File: src/rtl/lba_pkg.sv
package lba_pkg;
    typedef enum logic [1:0] {
        SRC_NONE   = 2'd0,
        SRC_FRESH  = 2'd1,
        SRC_POOL   = 2'd2,
        SRC_BYPASS = 2'd3
    } grant_src_e;
endpackage

File: src/rtl/lba_first_set.sv
module lba_first_set #(
    parameter int W = 32,
    localparam int IW = (W > 1) ? $clog2(W) : 1
) (
    input  logic [W-1:0]  vec_i,
    output logic          found_o,
    output logic [IW-1:0] idx_o
);
    always_comb begin
        found_o = 1'b0;
        idx_o   = '0;
        for (int i = W - 1; i >= 0; i--) begin
            if (vec_i[i]) begin
                found_o = 1'b1;
                idx_o   = IW'(i);
            end
        end
    end
endmodule

File: src/rtl/lba_row_ctr.sv
module lba_row_ctr #(
    parameter int ROW_W = 10
) (
    input  logic             clk,
    input  logic             rst_n,
    input  logic             adv_i,
    output logic [ROW_W-1:0] row_o
);
    logic [ROW_W-1:0] row_d, row_q;

    always_comb begin
        row_d = row_q;
        if (adv_i) row_d = row_q + ROW_W'(1);
    end

    always_ff @(posedge clk) begin
        if (!rst_n) row_q <= '0;
        else        row_q <= row_d;
    end

    assign row_o = row_q;


    row_step_chk: assert property (@(posedge clk) disable iff (!rst_n)
        adv_i |=> row_q == $past(row_q) + ROW_W'(1));
endmodule

File: src/rtl/lba_label_alloc.sv
module lba_label_alloc
    import lba_pkg::*;
#(
    parameter int SLICE_W = 64,
    parameter int ROW_W   = 10,
    localparam int NLBL   = SLICE_W / 2,
    localparam int LBL_W  = $clog2(NLBL),
    localparam int CNT_W  = $clog2(NLBL + 1),
    localparam int AUG_W  = ROW_W + LBL_W
) (
    input  logic             clk,
    input  logic             rst_n,
    input  logic             row_end_i,
    input  logic             req_i,
    input  logic             fin_vld_i,
    input  logic [LBL_W-1:0] fin_lbl_i,
    input  logic             mrg_vld_i,
    input  logic [LBL_W-1:0] mrg_lbl_i,
    output logic             grant_vld_o,
    output logic [LBL_W-1:0] lbl_o,
    output logic [AUG_W-1:0] aug_o,
    output logic             exhausted_o
);
    typedef struct packed {
        logic [CNT_W-1:0] cnt;
        logic [NLBL-1:0]  free;
        logic [NLBL-1:0]  pend;
        logic             gv;
        logic [LBL_W-1:0] glbl;
        logic [ROW_W-1:0] grow;
    } state_t;

    state_t st_d, st_q;

    logic [ROW_W-1:0] row;
    logic             pool_found;
    logic [LBL_W-1:0] pool_idx;
    logic [NLBL-1:0]  fin_dec, mrg_dec;
    grant_src_e       src;

    lba_row_ctr #(.ROW_W(ROW_W)) u_row (
        .clk   (clk),
        .rst_n (rst_n),
        .adv_i (row_end_i),
        .row_o (row)
    );

    lba_first_set #(.W(NLBL)) u_pick (
        .vec_i   (st_q.free),
        .found_o (pool_found),
        .idx_o   (pool_idx)
    );

    for (genvar g = 0; g < NLBL; g++) begin : g_dec
        assign fin_dec[g] = fin_vld_i && (fin_lbl_i == LBL_W'(g));
        assign mrg_dec[g] = mrg_vld_i && (mrg_lbl_i == LBL_W'(g));
    end

    assign exhausted_o = (st_q.cnt == CNT_W'(NLBL)) && !pool_found;

    always_comb begin
        logic [NLBL-1:0]  take;
        logic [LBL_W-1:0] pick;
        st_d = st_q;
        src  = SRC_NONE;
        pick = '0;
        if (req_i) begin
            if (st_q.cnt < CNT_W'(NLBL)) begin
                src      = SRC_FRESH;
                pick     = st_q.cnt[LBL_W-1:0];
                st_d.cnt = st_q.cnt + CNT_W'(1);
            end else if (pool_found) begin
                src  = SRC_POOL;
                pick = pool_idx;
            end else if (fin_vld_i) begin
                src  = SRC_BYPASS;
                pick = fin_lbl_i;
            end
        end
        take = (src == SRC_POOL) ? (NLBL'(1) << pick) : '0;
        st_d.free = (st_q.free & ~take)
                  | ((src == SRC_BYPASS) ? '0 : fin_dec)
                  | (row_end_i ? st_q.pend : '0);
        st_d.pend = (row_end_i ? '0 : st_q.pend) | mrg_dec;
        st_d.gv   = (src != SRC_NONE);
        st_d.glbl = pick;
        st_d.grow = row;
    end

    always_ff @(posedge clk) begin
        if (!rst_n) st_q <= '0;
        else        st_q <= st_d;
    end

    assign grant_vld_o = st_q.gv;
    assign lbl_o       = st_q.glbl;
    assign aug_o       = {st_q.grow, st_q.glbl};


    fresh_first_chk: assert property (@(posedge clk) disable iff (!rst_n)
        (req_i && st_q.cnt < CNT_W'(NLBL)) |=>
            (grant_vld_o && lbl_o == $past(st_q.cnt[LBL_W-1:0])));

    row_tag_chk: assert property (@(posedge clk) disable iff (!rst_n)
        grant_vld_o |-> aug_o[AUG_W-1:LBL_W] == $past(row));

    pend_hold_chk: assert property (@(posedge clk) disable iff (!rst_n)
        grant_vld_o |-> !(|($past(st_q.pend) & (NLBL'(1) << lbl_o))));

    exhausted_chk: assert property (@(posedge clk) disable iff (!rst_n)
        (exhausted_o && req_i && !fin_vld_i) |=> !grant_vld_o);

    no_req_no_grant_chk: assert property (@(posedge clk) disable iff (!rst_n)
        !$past(req_i) |-> !grant_vld_o);
endmodule

File: config.mk
export PLATFORM = sky130hd
export DESIGN_NAME = lba_label_alloc
export DESIGN_NICKNAME = d
export VERILOG_FILES = /design/src/rtl/lba_pkg.sv /design/src/rtl/lba_first_set.sv /design/src/rtl/lba_row_ctr.sv /design/src/rtl/lba_label_alloc.sv
export SDC_FILE = /design/constraint.sdc
export NUM_CORES = 1
export LEC_CHECK = 0
export ABC_AREA = 0
export BUFFER_PORTS_ARGS = -buffer_cell sky130_fd_sc_hd__buf_2
export CORE_MARGIN = 3
export CORE_UTILIZATION = 57
export CTS_CLUSTER_SIZE = 12
export DETAILED_ROUTE_END_ITERATION = 8
export PLACE_DENSITY = 0.74
export SLEW_MARGIN = 20
export SYNTH_ARGS = -nofsm -noshare
export SYNTH_HDL_FRONTEND = slang
export SYNTH_SLANG_ARGS = --single-unit
File: constraint.sdc
create_clock -name clk -period 2.9 [get_ports clk]
set_input_delay 0.58 -clock clk [delete_from_list [all_inputs] [get_ports clk]]
set_output_delay 0.58 -clock clk [all_outputs]
set_load 0.02 [all_outputs]
==> results, run 1 <==
- The cell count after synthesis came out at about 580.
- The highest fanout seen on the critical path is 7.
- The initial antenna violation count is 0.
- Headroom to the max-slew limit came out at around 40%.
- The net count of the finished layout is a little over 600.
- Setup repair after global routing left no endpoint under its margin.
- After detailed routing, the number of vias per cell comes to about 6.1.
- The end point of the worst hold path is grant_vld_o$_SDFF_PN0_.
- Adding up every negative setup slack in the final design gives 0 ns.
- The cell area that synthesis handed to floorplanning was around 4700 sq um.
- The class of the most critical hold timing path is in2reg.
- TritonCTS built the clock tree.
- After floorplanning, the core was divided into 32 placement rows.
- The die covers 9300 sq um.
- The top-area cell type share of the netlist area is 41.2%.
- Fill cells in the final layout number ~700.
- In this run the vertical extent of the chip is roughly 96 um.
- 0 antenna diodes ended up in the layout.
- The worst hold path begins at req_i.
- At the pin with the least slew margin, the transition time is about 0.9 ns.
- The number of H-tree branching levels is 3.
- The post-route minimum period is ~2.7 ns.
- The total CTS buffers is 9.
- The pre-antenna-repair detailed-routing pass consisted of 5 iterations.
- Summing the areas of all compound-gate instances in the mapped netlist gives roughly a quarter of the synthesized area.
- The area share of fa/ha/maj cells after synthesis is less than 1%.
- Counting along the longest clock path gives a buffer depth of 2.
- Data on the critical path is required at its endpoint by approximately 2.3 ns.
- The total routed wirelength is 12,600 um.
- The pin count of the biggest net entering global routing is 42.
- After Yosys synthesis, XOR and XNOR cells account for just over 2% of the synthesized area.
- The max-slew violation total from the final report is 0.
- The starting density of the core is around three fifths.
- The initial detailed-routing violation count is around 360.
- The sequential cell area fraction in the yosys report is 41.2%.
- The area added between synthesis and finish is 11.2%.
- Counting flops with an async set or reset pin after synthesis yields a share of 0%.
- Of the total synthesized cell area, the portion taken by AND, OR, NAND and NOR gates is 23.8%.
- By count the netlist is led by 108 x sky130_fd_sc_hd__nor2_1, 96 x sky130_fd_sc_hd__dfxtp_1, 72 x sky130_fd_sc_hd__a21oi_1.
- The sum of net half-perimeters after detailed placement is 9410 um.
- At the end of routability-driven placement, the weighted congestion stood at slightly above 0.9.
- Measured in cells, the most critical reg-to-reg path has a length of 9.
- The startpoint identified for the worst register-to-register timing path is st_q[58]$_SDFF_PN0_.
- After synthesis the netlist holds a flip-flop and latch count of 96.
- Cells fill 66.1% of the core in the end.
- The most used flip-flop cell after synthesis is sky130_fd_sc_hd__dfxtp_1.
- Summed over all cells, the static leakage comes to about 2.0 nW.
- The number of global-route vias before repair is 4,036.
- The global-route usage over all layers is between 20% and 30%.
- The run finished with clean final reports.
- For this run, the top clock speed supported by timing is around 0.36 GHz.
- VDD sags by at most between 0.0004 and 0.0005 V.
- The routed layout has 4,341 vias.
- The count of boundary I/O pins is 38.
- The distinct cell type count of the synthesized netlist is 57.
- The tree built by TritonCTS fans out to 96 sinks.
- The tree is rooted in a sky130_fd_sc_hd__clkbuf_8.
- The number of nets with antenna violations after routing is 0.
- The clock tree skew after final layout is 0.0112 ns.
- After detailed routing, the average wire length per cell comes to approximately 18 um.
- The final count of hold timing violations was 0.
- STA classifies the critical path startpoint as a flop.
- The count of buffers added on input and output ports is 37.
- The average cell area after synthesis is ~8.1 sq um.
- Clock-pin slew was measured on the worst setup and hold paths at ~0.1 ns.
- The number of endpoints failing setup at the final stage is 0.
- For this run, the number of Yosys warnings is 0.
- The total of max-cap violations is 0.
- The share of cell area taken by muxes after synthesis is less than 1%.
- In this run the register-to-register setup slack is 0.18 ns.
- The core region is roughly 7800 sq um.
- For this design, the CTS-stage hold fixing added 0 buffers.
- Dividing total power by cell area gives a power density of roughly 510 nW/um^2.
- The worst setup path is of the reg2out kind.
- The endpoint arrival time on the critical path is 2.16 ns.
- The global route total overflow is 0.
- After detailed routing, the number of remaining DRC violations is 0.
- The instance count along the most critical hold path is 3.
- By instance count, the leading cell after synthesis is sky130_fd_sc_hd__nor2_1.
- The source-to-sink clock delay at the later pin of the worst-skew pair is between 0.3 and 0.4 ns.
- By area the synthesized netlist is led by sky130_fd_sc_hd__dfxtp_1 41%, sky130_fd_sc_hd__nor2_1 8.7%, sky130_fd_sc_hd__a21oi_1 7.7%.
- In the finished design, the share of the clock period the worst path needs comes to between 90% and 100%.
- The critical path endpoint category is a primary output.
- The floorplan step set the die width to 96.5 um.
- The first-pass GRT wire length is just over 20,000 um.
- The cell accounting for the most synthesized area is sky130_fd_sc_hd__dfxtp_1.
- The critical register-to-register path endpoint is st_q[51]$_SDFF_PN0_.
- Yosys mapped a number of flops with a built-in enable equal to 0.
- The number of nets in the synthesized netlist is a little under 600.
- After synthesis, the largest family of logic cells by area is compound AO/OA/AOI/OAI gates.
- The proportion of layout cells with a drive suffix above 1 is about 15%.
==> worst max-delay path by stage <==
stage / slack [ns] / end / from
after floorplan: 0.44 / st_q[65]$_SDFF_PN0_ / st_q[76]$_SDFF_PN0_
after global placement: 0.24 / st_q[51]$_SDFF_PN0_ / st_q[67]$_SDFF_PN0_
after detailed placement: 0.22 / st_q[59]$_SDFF_PN0_ / st_q[71]$_SDFF_PN0_
after CTS: 0.05 / exhausted_o / st_q[71]$_SDFF_PN0_
after global routing: 0.03 / st_q[66]$_SDFF_PN0_ / st_q[74]$_SDFF_PN0_
final: 0.16 / exhausted_o / st_q[71]$_SDFF_PN0_
==> worst max-delay path: stages, from the launching register on <==
cell and delay, ns:
sky130_fd_sc_hd__dfxtp_1 0.35, sky130_fd_sc_hd__or4_4 0.56, sky130_fd_sc_hd__nand4bb_4 0.31, sky130_fd_sc_hd__nor2_4 0.14, sky130_fd_sc_hd__buf_4 0.13, sky130_fd_sc_hd__and3_1 0.14
sky130_fd_sc_hd__buf_2 0.16
==> logic make-up (layout without fill, tap and decap cells) <==
logic type / Yosys count / count (layout)
DFF: 96 / 96
buffers and inverters: 66 / 97
xor gates and xnor gates: 11 / 11
AOI/OAI and AO/OA: 177 / 177
adders and majority gates: 3 / 3
muxes: 1 / 1
and+or+nand+nor: 222 / 222
==> what timing repair did <==
action,CTS,global route
endpoints found under the setup margin,1,3
setup buffers,0,2
resized for setup,1,1
pin swaps,0,2
==> through the flow <==
step / total power [mW] / instance area [sq um] / worst slack (ns) / hold WS, ns / cells
after CTS: 2.66 / 5160 / 0.0506 / 0.502 / 707
after global placement: 1.68 / 4930 / 0.236 / 0.463 / 691
after floorplan: 1.59 / 4660 / 0.442 / 0.439 / 576
after detailed placement: 1.68 / 4930 / 0.219 / 0.482 / 691
final: 2.67 / 5190 / 0.157 / 0.502 / 709
after global routing: 2.76 / 5190 / 0.0251 / 0.510 / 709
==> flip-flops by register name (all words and copies together), names as in the netlist <==
register,cells
aug_o,10
grant_vld_o,1
lbl_o,5
st_q,70
u_row.row_o,10
==> where the power goes <==
| group | internal, mW | switching (mW) | total (mW) | leakage (nW) |
|---|---|---|---|---|
| combinational | 0.121 | 0.192 | 0.313 | 1.08 |
| sequential | 1.34 | 0.0191 | 1.36 | 0.776 |
| clock | 0.500 | 0.495 | 0.995 | 0.113 |
==> layout make-up <==
cell class	count	area (sq um)	area share, %
clock buffer	10	128	2.46
clock inverter	6	97.6	1.88
inverter	15	56.3	1.09
multi-input combinational	414	2430	46.8
sequential	96	1920	37.0
tap	102	128	2.46
timing repair buffer	66	428	8.25
==> routing by layer <==
layer	routed length (um)	track usage, %	vias to the layer above
li1	-	-	2104
met1	5480	38.9	2037
met2	5850	45.1	178
met3	1010	4.73	22
met4	245	11.3	0
met5	0	0	-
==> cells in the final DEF, fill, tap and decap left out, drive strengths merged, types with 2 or more instances in the layout <==
cell type,count
or4,7
nor2b,10
nand4,7
a21oi,72
xor2,6
nand3,11
dfxtp,96
a22oi,28
o31ai,28
a211oi,3
and2,14
nor2,109
nand2b,5
buf,66
ha,3
clkbuf,10
a21o,4
o21a,4
nand2,20
a32oi,4
nor4,12
o41ai,2
o21ai,15
nor3,11
a2111oi,3
xnor2,5
nor3b,4
or3,7
a31oi,5
inv,18
bufinv,2
Power figures use the tool's default switching activity.
==> run 2, diff against run 1 <==
Settings changed: CORE_UTILIZATION 57 to 60, PLACE_DENSITY 0.74 to 0.78.
==> run 2 against run 1 <==
Net effect:
- maximum frequency shrank 0.28%
- hold slack got worse by 0.019 ns
- largest cell class unchanged
- wire length down 2.2%
- clock skew is 0.0020 ns higher
- non-clock buffer count is 11 lower
- design area shrank 2.0%
- global-route usage is 0.37 points higher
==> results, run 2 (same netlist as run 1, synthesis figures left out) <==
- The via total after detailed routing is 4,316 (-0.58%).
- The floorplan die width came to 94.2 um (-2.4%).
- The setup TNS was 0 ns (unchanged).
- The highest fanout seen on the critical path is 7 (unchanged).
- The endpoint arrival time on the critical path is 2.17 ns (about the same).
- The proportion of layout cells with a drive suffix above 1 is 14.1% (-1.4 points).
- The average wire length per cell after detail routing is 17.7 um (-0.27%).
- The initial detailed-routing violation count was 338 (-6.6%).
- The clock tree from TritonCTS is built.
- The critical hold path startpoint is u_row.row_o[9]$_SDFFE_PN0P_.
- The count of buffers from port buffering was 37 (unchanged).
- The remaining routing DRC violations was 0 (unchanged).
- The clock-pin slew on the worst setup and hold paths was 0.10 ns (about the same).
- The pin count of the biggest net entering global routing is 44 (+4.8%).
- The portion of the clock cycle consumed by the worst path in the final layout is 94.8% (+0.27 points).
- The actual transition at the worst max-transition pin came to 0.891 ns (-0.0206 ns).
- The number of nets with antenna violations after routing is 0 (unchanged).
- The post-route minimum period was 2.75 ns (+0.00775 ns).
- The critical path endpoint category is a primary output.
- The floorplan core area was 7410 sq um (-5.6%).
- The initial antenna violation count is 0 (unchanged).
- The worst setup slack after placement is 0.235 ns (+0.0158 ns).
- The number of endpoints failing setup at the final stage is 0 (unchanged).
- The relative slew slack is 40.5% (+1.4 points).
- The flip-flop count of the largest register, all copies and words added came to 70 (unchanged).
- The maximum count of clock buffers along a single path is 2 (unchanged).
- The layout net count came to 610 (-1.8%).
- For hold timing, the worst endpoint is aug_o[14]$_SDFF_PN0_.
- The count of boundary I/O pins is 38 (unchanged).
- Leaving out fill and tap cells, the most frequent cells in the layout are 108 x sky130_fd_sc_hd__nor2_1, 96 x sky130_fd_sc_hd__dfxtp_1, 72 x sky130_fd_sc_hd__a21oi_1.
- The final cell area excluding filler cells was 5080 sq um (-2.0%).
- The static leakage was 1.90 nW (-3.3%).
- The start point of the critical path is st_q[66]$_SDFF_PN0_.
- The number of H-tree branching levels came to 3 (unchanged).
- The sum of net half-perimeters after detailed placement is 9240 um (-1.7%).
- Leaving out fill and tap cells, the most frequent cell in the layout is sky130_fd_sc_hd__nor2_1.
- The instance count along the most critical hold path is 1 (-2).
- The final count of hold timing violations is 0 (unchanged).
- The number of standard-cell rows in the floorplan is 31 (-3.1%).
- The overall power of the completed layout is 2.60 mW (-2.4%).
- The depth of the most critical reg-to-reg path is 7 (-2).
- The global route total overflow is 0 (unchanged).
- The source of the worst register-to-register timing path is st_q[66]$_SDFF_PN0_.
- The worst register-to-register path ends at st_q[58]$_SDFF_PN0_.
- The total routed wirelength is 12,300 um (-2.2%).
- The vertical die dimension came to 94.2 um (-2.4%).
- The min-delay analysis places its worst path in the category reg2reg.
- The global-route usage over all layers is 28.9% (+0.37 points).
- The source-to-sink clock delay at the later pin of the worst-skew pair is 0.36 ns (about the same).
- The clock tree skew after final layout is 0.0133 ns (+0.00205 ns).
- Setup repair after global routing left no endpoint under its margin.
- The highest achievable clock rate came to 0.364 GHz (-0.28%).
- The area of placed instances is 4860 sq um (-1.4%).
- The number of cells upsized or downsized after cts is 0 (-1).
- The total of max-cap violations came to 0 (unchanged).
- The number of setup buffers added after CTS came to 0 (unchanged).
- STA classifies the critical path startpoint as a flop.
- The average vias per placed instance is 6.21 (+1.4%).
- The flow ran to the end, and the final reports show no timing, DRC or antenna violations.
- The areal power density over the cells is 512 nW/um^2 (-0.42%).
- The required time at the worst-slack endpoint came to 2.32 ns (about the same).
- The first-pass GRT wire length was 20,000 um (-0.89%).
- The number of global-route vias before repair is 3,976 (-1.5%).
- The area enclosed by the die boundary is 8870 sq um (-4.7%).
- The worst setup slack after layout is 0.150 ns (-0.00775 ns).
- The max-slew violation total from the final report came to 0 (unchanged).
- Compared with the post-synthesis result, the final layout area differs by 8.99%.
- The starting density of the core is 63.0% (+3.5 points).
- The number of sinks on the clock net is 96 (unchanged).
- The largest register by flop count is st_q.
- The clock root buffer is sky130_fd_sc_hd__clkbuf_8.
- The final estimated routing congestion in global placement is 0.951 (+1.9%).
- The register-to-register path setup slack is 0.18 ns (about the same).
- The maximum ir drop on the vdd rail is 0.000322 V (-20%).
- The number of iterations in the first detailed-routing pass is 5 (unchanged).
- The total CTS buffers was 9 (unchanged).
- The number of hold-repair buffers added at the cts stage is 0 (unchanged).
- The total inserted antenna cells is 0 (unchanged).
- The path type of the worst setup path is reg2out.
## run 2: cell count changes in the layout (fill, tap and decap cells not counted)
cell | previous run | this run
sky130_fd_sc_hd__bufinv_16 | 2 | 1
sky130_fd_sc_hd__clkbuf_1 | 1 | 0
sky130_fd_sc_hd__nor4_2 | 2 | 3
sky130_fd_sc_hd__buf_4 | 27 | 16
sky130_fd_sc_hd__nor4_4 | 1 | 0
sky130_fd_sc_hd__clkinv_8 | 0 | 1
sky130_fd_sc_hd__nor2_2 | 0 | 1
sky130_fd_sc_hd__nor2_4 | 1 | 0
sky130_fd_sc_hd__clkbuf_8 | 9 | 10
## run 2: cell type report
type / count / area (sq um)
Clock inverter: 6 / 83.8
Timing Repair Buffer: 55 / 345
Inverter: 15 / 56.3
Sequential cell: 96 / 1920
Multi-Input combinational cell: 414 / 2410
Tap cell: 99 / 124
Fill cell: 618 / 2320
Clock buffer: 10 / 138
## run 2: layer usage
metal  global-route usage, %  wire, um  up-vias
met2                    46.1      5730      182
met3                    4.65       718       30
li1                        -         -     2083
met5                       0         0        -
met4                    11.6       350        0
met1                    39.0      5510     2021
## run 2: worst max path at each step
stage                           to  cells past startpoint
2_1_floorplan  st_q[65]$_SDFF_PN0_                      8
3_3_place_gp   st_q[65]$_SDFF_PN0_                      7
3_5_place_dp   st_q[58]$_SDFF_PN0_                      7
4_1_cts                exhausted_o                      5
5_1_grt        st_q[55]$_SDFF_PN0_                      7
6_report               exhausted_o                      5
## run 2: through the flow
stage          util [%]  hold WS, ns  cells
5_1_grt            68.6        0.504    695
3_3_place_gp       65.6        0.457    679
6_report           68.6        0.483    695
4_1_cts            68.6        0.487    695
3_5_place_dp       65.6        0.462    679
2_1_floorplan         -        0.439    576
## run 2: where the power goes
part | internal, mW | switching [mW] | total (mW) | leakage (nW)
clock network | 0.444 | 0.506 | 0.950 | 0.112
registers | 1.34 | 0.0206 | 1.36 | 0.776
logic | 0.106 | 0.186 | 0.292 | 1.01
total | 1.89 | 0.712 | 2.60 | 1.90
## run 2: critical path: stages, from the launching register on
cell,delay [ns]
sky130_fd_sc_hd__dfxtp_1,0.38
sky130_fd_sc_hd__or4_1,0.56
sky130_fd_sc_hd__nand4bb_4,0.28
sky130_fd_sc_hd__nor2_2,0.25
sky130_fd_sc_hd__and3_1,0.19
sky130_fd_sc_hd__buf_2,0.16
